[config.mk]
export PLATFORM = sky130hd
export DESIGN_NAME = wake_frame_detector
export DESIGN_NICKNAME = d
export VERILOG_FILES = /design/src/rtl/wfd_pkg.sv /design/src/rtl/wfd_mode_ctl.sv /design/src/rtl/wfd_addr_filter.sv /design/src/rtl/wfd_pattern_scan.sv /design/src/rtl/wake_frame_detector.sv
export SDC_FILE = /design/constraint.sdc
export NUM_CORES = 1
export LEC_CHECK = 0
export BUFFER_PORTS_ARGS = -buffer_cell sky130_fd_sc_hd__buf_2
export CAP_MARGIN = 20
export CORE_MARGIN = 5
export CORE_UTILIZATION = 45
export CTS_BUF_LIST = sky130_fd_sc_hd__clkbuf_8
export DETAILED_ROUTE_END_ITERATION = 8
export PLACE_DENSITY = 0.67
export SETUP_SLACK_MARGIN = 0.2
export SLEW_MARGIN = 5
export SYNTH_ARGS = -nofsm -noshare
export SYNTH_HDL_FRONTEND = slang
export SYNTH_SLANG_ARGS = --single-unit
[constraint.sdc]
create_clock -name clk -period 3.5 [get_ports clk]
set_clock_uncertainty 0.15 [all_clocks]
set_input_delay 0.175 -clock clk [delete_from_list [all_inputs] [get_ports clk]]
set_output_delay 0.175 -clock clk [all_outputs]
set_load 0.01 [all_outputs]
[src/rtl/wfd_pkg.sv]
// Package: shared constants and byte selection for the wake-up frame detector.
// Assumes the station address is sent most significant byte first.
package wfd_pkg;
    localparam int ADDR_BYTES = 6;
    localparam int ADDR_W     = 8 * ADDR_BYTES;
    localparam int SYNC_LEN   = 6;
    localparam int COPIES     = 16;
    localparam logic [7:0] SYNC_BYTE = 8'hFF;

    // Returns byte k of the address in line order (k = 0 is the top byte).
    function automatic logic [7:0] pick_byte(input logic [ADDR_W-1:0] a, input int k);
        logic [7:0] r;
        r = '0;
        for (int j = 0; j < ADDR_BYTES; j++) begin
            if (j == k) r = a[ADDR_W-8-8*j +: 8];
        end
        return r;
    endfunction
endpackage

[src/rtl/wfd_mode_ctl.sv]
// Wake-mode decision: the software enable, or the pin-armed path with power-good low.
// Assumes pwr_good is already synchronous to clk.
module wfd_mode_ctl (
    input  logic cfg_pin_en,
    input  logic cfg_sw_en,
    input  logic pwr_good,
    output logic wake_mode
);
    // Combine the two entry paths.
    always_comb wake_mode = cfg_sw_en | (cfg_pin_en & ~pwr_good);
endmodule

[src/rtl/wfd_addr_filter.sv]
// Destination-address filter: tracks the byte index in the frame and compares
// the leading address bytes with the station address.
// Assumes take is high only for bytes of a frame accepted in wake mode.
module wfd_addr_filter
    import wfd_pkg::*;
#(
    parameter int N_BYTES = ADDR_BYTES,
    localparam int IW = $clog2(N_BYTES + 1)
) (
    input  logic                 clk,
    input  logic                 rst_n,
    input  logic                 take,
    input  logic                 sof,
    input  logic [7:0]           data,
    input  logic [8*N_BYTES-1:0] station_addr,
    output logic                 in_payload,
    output logic                 da_ok
);
    logic [IW-1:0] idx_q;
    logic [IW-1:0] cur_idx;
    logic          is_da;
    logic          byte_eq;

    // Index of the current byte and whether it lies in the address field.
    always_comb begin
        cur_idx    = sof ? '0 : idx_q;
        is_da      = cur_idx < IW'(N_BYTES);
        in_payload = !is_da;
        byte_eq    = data == pick_byte(station_addr, int'(cur_idx));
    end

    // Saturating byte index within the frame.
    always_ff @(posedge clk) begin
        if (!rst_n)     idx_q <= '0;
        else if (take)  idx_q <= is_da ? cur_idx + IW'(1) : cur_idx;
    end

    // Running equality over the address bytes.
    always_ff @(posedge clk) begin
        if (!rst_n)              da_ok <= 1'b0;
        else if (take && sof)    da_ok <= byte_eq;
        else if (take && is_da)  da_ok <= da_ok & byte_eq;
    end
endmodule

[src/rtl/wfd_pattern_scan.sv]
// Payload scanner: finds a run of sync bytes followed directly by the required
// number of back-to-back station address copies. A broken sequence restarts
// the search at the breaking byte.
// Assumes en is high only for payload bytes; clear wipes all progress.
module wfd_pattern_scan
    import wfd_pkg::*;
#(
    parameter int N_BYTES = ADDR_BYTES,
    parameter int N_SYNC  = SYNC_LEN,
    parameter int N_COPY  = COPIES,
    localparam int FW = $clog2(N_SYNC + 1),
    localparam int BW = $clog2(N_BYTES),
    localparam int CW = (N_COPY > 1) ? $clog2(N_COPY) : 1
) (
    input  logic                 clk,
    input  logic                 rst_n,
    input  logic                 clear,
    input  logic                 en,
    input  logic [7:0]           data,
    input  logic [8*N_BYTES-1:0] station_addr,
    output logic                 found_d
);
    logic [FW-1:0] ff_q, ff_d;
    logic [BW-1:0] bi_q, bi_d;
    logic [CW-1:0] cp_q, cp_d;
    logic          found_q;
    logic [7:0]    exp_byte;
    logic          is_sync;

    // Next-state logic for the sync run and copy position.
    always_comb begin
        ff_d     = ff_q;
        bi_d     = bi_q;
        cp_d     = cp_q;
        found_d  = found_q;
        exp_byte = pick_byte(station_addr, int'(bi_q));
        is_sync  = data == SYNC_BYTE;
        if (clear) begin
            ff_d    = '0;
            bi_d    = '0;
            cp_d    = '0;
            found_d = 1'b0;
        end else if (en && !found_q) begin
            if (ff_q == FW'(N_SYNC)) begin
                if (data == exp_byte) begin
                    if (bi_q == BW'(N_BYTES - 1)) begin
                        bi_d = '0;
                        if (cp_q == CW'(N_COPY - 1)) found_d = 1'b1;
                        else                         cp_d = cp_q + CW'(1);
                    end else begin
                        bi_d = bi_q + BW'(1);
                    end
                end else if (!(cp_q == '0 && bi_q == '0 && is_sync)) begin
                    ff_d = is_sync ? FW'(1) : '0;
                    bi_d = '0;
                    cp_d = '0;
                end
            end else begin
                ff_d = is_sync ? ff_q + FW'(1) : '0;
            end
        end
    end

    // Scanner state registers.
    always_ff @(posedge clk) begin
        if (!rst_n) begin
            ff_q    <= '0;
            bi_q    <= '0;
            cp_q    <= '0;
            found_q <= 1'b0;
        end else begin
            ff_q    <= ff_d;
            bi_q    <= bi_d;
            cp_q    <= cp_d;
            found_q <= found_d;
        end
    end
endmodule

[src/rtl/wake_frame_detector.sv]
// Wake-up frame detector top: gates the receive stream by wake mode, tracks
// frame boundaries, and sets a sticky flag on a qualifying good frame.
// Assumes rx_sof and rx_eof come with rx_valid, and rx_frame_ok is meaningful
// on the end byte.
module wake_frame_detector
    import wfd_pkg::*;
#(
    parameter int N_BYTES = ADDR_BYTES,
    parameter int N_SYNC  = SYNC_LEN,
    parameter int N_COPY  = COPIES
) (
    input  logic                 clk,
    input  logic                 rst_n,
    input  logic [8*N_BYTES-1:0] station_addr,
    input  logic                 cfg_pin_en,
    input  logic                 cfg_sw_en,
    input  logic                 cfg_relax_a,
    input  logic                 cfg_relax_b,
    input  logic                 pwr_good,
    input  logic                 rx_valid,
    input  logic [7:0]           rx_data,
    input  logic                 rx_sof,
    input  logic                 rx_eof,
    input  logic                 rx_frame_ok,
    output logic                 wake_mode,
    output logic                 match_flag
);
    logic active_q;
    logic take;
    logic in_payload;
    logic da_ok;
    logic found_d;
    logic hit;

    wfd_mode_ctl u_mode (
        .cfg_pin_en (cfg_pin_en),
        .cfg_sw_en  (cfg_sw_en),
        .pwr_good   (pwr_good),
        .wake_mode  (wake_mode)
    );

    // Accept a byte only in wake mode and inside a frame started in wake mode.
    always_comb take = wake_mode && rx_valid && (rx_sof || active_q);

    // Frame-in-progress tracking, dropped whenever wake mode is left.
    always_ff @(posedge clk) begin
        if (!rst_n || !wake_mode)   active_q <= 1'b0;
        else if (rx_valid && rx_eof) active_q <= 1'b0;
        else if (rx_valid && rx_sof) active_q <= 1'b1;
    end

    wfd_addr_filter #(.N_BYTES(N_BYTES)) u_addr (
        .clk          (clk),
        .rst_n        (rst_n),
        .take         (take),
        .sof          (rx_sof),
        .data         (rx_data),
        .station_addr (station_addr),
        .in_payload   (in_payload),
        .da_ok        (da_ok)
    );

    wfd_pattern_scan #(.N_BYTES(N_BYTES), .N_SYNC(N_SYNC), .N_COPY(N_COPY)) u_scan (
        .clk          (clk),
        .rst_n        (rst_n),
        .clear        (!wake_mode || (rx_valid && rx_sof)),
        .en           (take && in_payload),
        .data         (rx_data),
        .station_addr (station_addr),
        .found_d      (found_d)
    );

    // Qualifying end of frame: good frame, address passes, pattern seen.
    always_comb hit = take && rx_eof && rx_frame_ok && found_d
                      && (cfg_relax_a || cfg_relax_b || da_ok);

    // Sticky match flag, cleared only by reset.
    always_ff @(posedge clk) begin
        if (!rst_n)   match_flag <= 1'b0;
        else if (hit) match_flag <= 1'b1;
    end
endmodule

==> impl_results.md <==
* Outcome: finished clean
* Peak VDD IR at 0.156 mV
* TritonCTS Buffers at 3
* Initial cell density of the core at 0.464
* #FFs+latches synth at 17
* Number of global-route vias before repair at 2,674
* Synth Cell Area at ~2600 um^2
* CP arrival at 3.13 ns
* Routability Congestion at 0.944
* Vias per cell at 5.99
* Period utilization at 0.885
* Worst Tran Pin Value at 0.590 ns
* Initial antenna violation count at 0
* Ports at 69
* Drt pass-1 iters at 5
* Number of flops mapped to enable cells by yosys at 0
* Leading area contributor after synthesis: dfxtp_1
* Slew HR at 0.606
* CP peak stage delay at 0.55 ns
* Largest net degree at the start of global routing at 37
* PortBufs at 68
* Final setup margin at 0.401 ns
* # diodes at 0
* Share of async-settable or async-resettable flops after synthesis at 0
* Total power at around 550 uW
* Die area at 7290 um^2
* Drt drc at 0
* # nets final at 499
* Fin. Hold Viols at 0
* Post-DP HPWL at 6.54 mm
* Area after DPL at 2930 um^2
* Setup TNS at 0 ns
* Initial DRC Count at 277
* Worst-path cell chain: and2_1 > ha_2 > nor2_1 > a311o_1 > a221oi_1 > and4_4 > nand4b_1 > or4_1 > a21oi_1
* Post-route ant nets at 0
* Ranking of synthesized cells by area: dfxtp_1, mux2i_1, a21oi_1, nand2_1, nor2_1
* Hold/Removal Path Class: input pin to flop
* Detailed Route WL at around 8.1 mm
* Startpoint types: flop
* Wirelength per Cell at 16.5 um
* Fmax at 323 MHz
* Final Non-Filler Cells at 493
* Synthesis-to-finish area growth at 17.4%
* Final Cell Area at about 3000 um^2
* Gr usage total at 0.221
* CP max FO at 11
* Clock latency on the worst-skew pair at between 0.2 and 0.3 ns
* Mapped Nets at 441
* Crit path capture type: flop
* # clock sinks at 17
* CTS tree: yes
* Post-synth top flop: dfxtp_1
* Syn. warnings at 0
* Reg clk slew, reported paths at around 0.070 ns
* Avg Cell Area, Syn at around 7.0 um^2
* CP required at 3.53 ns
* Slowest CP cell: dfxtp_1
* Slew Limit Fails at 0
* Via count at 2,954
* Sequential-to-total area share from yosys stat at 0.133
* Pre-CTS setup slack at 0.311 ns
* Bufs on Longest Clock Path at 2
* Core footprint at approximately 5500 um^2
* Final setup violation count at 0
* Cells after Synth at 364
* Tmin final at 3.10 ns
* Post-synth top area share at 0.133
* Max-cap violations at 0
* First-pass GRT wire length at between 10 and 15 mm
* CTS H-tree lvls at 1
* Power per Cell Area at ~180 nW/um^2
* Cell variety after synth at slightly below 70
* CTS root buf: clkbuf_8
* Worst setup path category: flop to flop
* Die W at between 80 and 90 um
* Die H at roughly 85 um
* DP Cell Count at 487
* Unrepaired setup endpoints after global routing: false
* FP Rows at 27
* Layout cells sized above 1 at 0.233
* Overflow after GRT at 0
* P_leak at 1.23 nW
worst paths after layout:
kind	from	end	slack, ns	depth (start not counted)
setup / recovery	u_scan.bi_q[1]$_SDFFE_PP0P_	u_scan.bi_q[2]$_SDFFE_PP0P_	0.40	9
hold / removal	rst_n	u_addr.idx_q[0]$_SDFFE_PN0P_	0.06	2
setup reg to reg	u_scan.bi_q[1]$_SDFFE_PP0P_	u_scan.bi_q[2]$_SDFFE_PP0P_	0.40	9
hold reg to reg	match_flag$_SDFFE_PN0P_	match_flag$_SDFFE_PN0P_	0.34	1
placed cells by master, fill, tap and decap left out, types with 8 or more instances in the layout:
cell type,count
a21oi_1,33
buf_2,68
a221oi_1,13
dfxtp_1,17
inv_1,22
ha_1,8
nand2_1,36
nor2b_1,9
mux2i_1,17
nor3b_1,11
nor2_1,35
o21ai_0,20
and3b_1,9
critical path: cells and delay by family, from the launching register on:
family	cells	cell delay, ns
flip-flops	1	0.55
adder cells (fa/ha/maj)	1	0.31
AND/OR/NAND/NOR	5	1.21
AO/OA/AOI/OAI	3	0.81
power breakdown:
group          switching [mW]  total [mW]  internal (mW)  leakage [nW]
Combinational           0.109       0.202         0.0931          1.06
Sequential            0.00160       0.198          0.196         0.137
Clock                  0.0729       0.152         0.0792        0.0255
cell usage after synthesis, drive strengths merged, types with 3 or more instances:
| library cell | n |
|---|---|
| and3b | 9 |
| a2111o | 3 |
| a22o | 3 |
| nand4 | 6 |
| o22ai | 5 |
| buf | 11 |
| and2 | 4 |
| nor2b | 9 |
| mux2 | 7 |
| nor3b | 11 |
| o21ai | 21 |
| clkbuf | 13 |
| a211oi | 6 |
| nand3 | 7 |
| mux2i | 17 |
| a22oi | 4 |
| nor2 | 35 |
| nand2 | 36 |
| nand2b | 4 |
| a221oi | 14 |
| inv | 23 |
| nor3 | 7 |
| ha | 10 |
| a21oi | 33 |
| dfxtp | 17 |
| or3 | 6 |
state kept, by name (all words and copies together) (netlist names):
register / count
u_scan.cp_q: 4
u_addr.idx_q: 3
u_scan.found_q: 1
u_addr.da_ok: 1
u_scan.bi_q: 3
u_scan.ff_q: 3
match_flag: 1
active_q: 1
routing by layer:
layer / vias up / share of wire / wire length (um) / track usage
li1: 1474 / - / - / -
met5: - / 0 / 0 / 0
met3: 11 / 0.089 / 721 / 0.0369
met1: 1339 / 0.49 / 4000 / 0.336
met4: 0 / 0.010 / 82 / 0.0417
met2: 130 / 0.41 / 3330 / 0.326
metrics by stage:
step | hold WS, ns | util
2_1_floorplan | 0.119 | -
3_3_place_gp | 0.229 | 0.532
3_5_place_dp | 0.229 | 0.532
4_1_cts | 0.0523 | 0.544
5_1_grt | 0.0677 | 0.545
6_report | 0.0578 | 0.545
final cells by class:
type / count / area (um^2)
fillers: 567 / 2500
multi-input cells: 300 / 2010
repair buffers: 77 / 425
flip-flops and latches: 17 / 340
well taps: 72 / 90.1
inverters: 23 / 86.3
clock buffers: 3 / 41.3
clock inverters: 1 / 5.00
repair_timing:
action                                  4_1_cts  5_1_grt
hold buffers                                  2        0
hold endpoints to repair                      1        0
resized for setup                             0        2
buffers inserted                              0        0
endpoints found under the setup margin        0        5
cell families (layout without fill, tap and decap cells):
kind of cell / count (synthesis) / in the layout / synth area share
buf+inv: 47 / 104 / 0.0812
mux: 24 / 24 / 0.0988
flops: 17 / 17 / 0.133
compound gates: 118 / 118 / 0.323
fa+ha+maj: 10 / 10 / 0.0489
xor+xnor: 3 / 3 / 0.0103
simple gates: 145 / 145 / 0.304
Note: power is estimated with default switching activity, not from simulation.
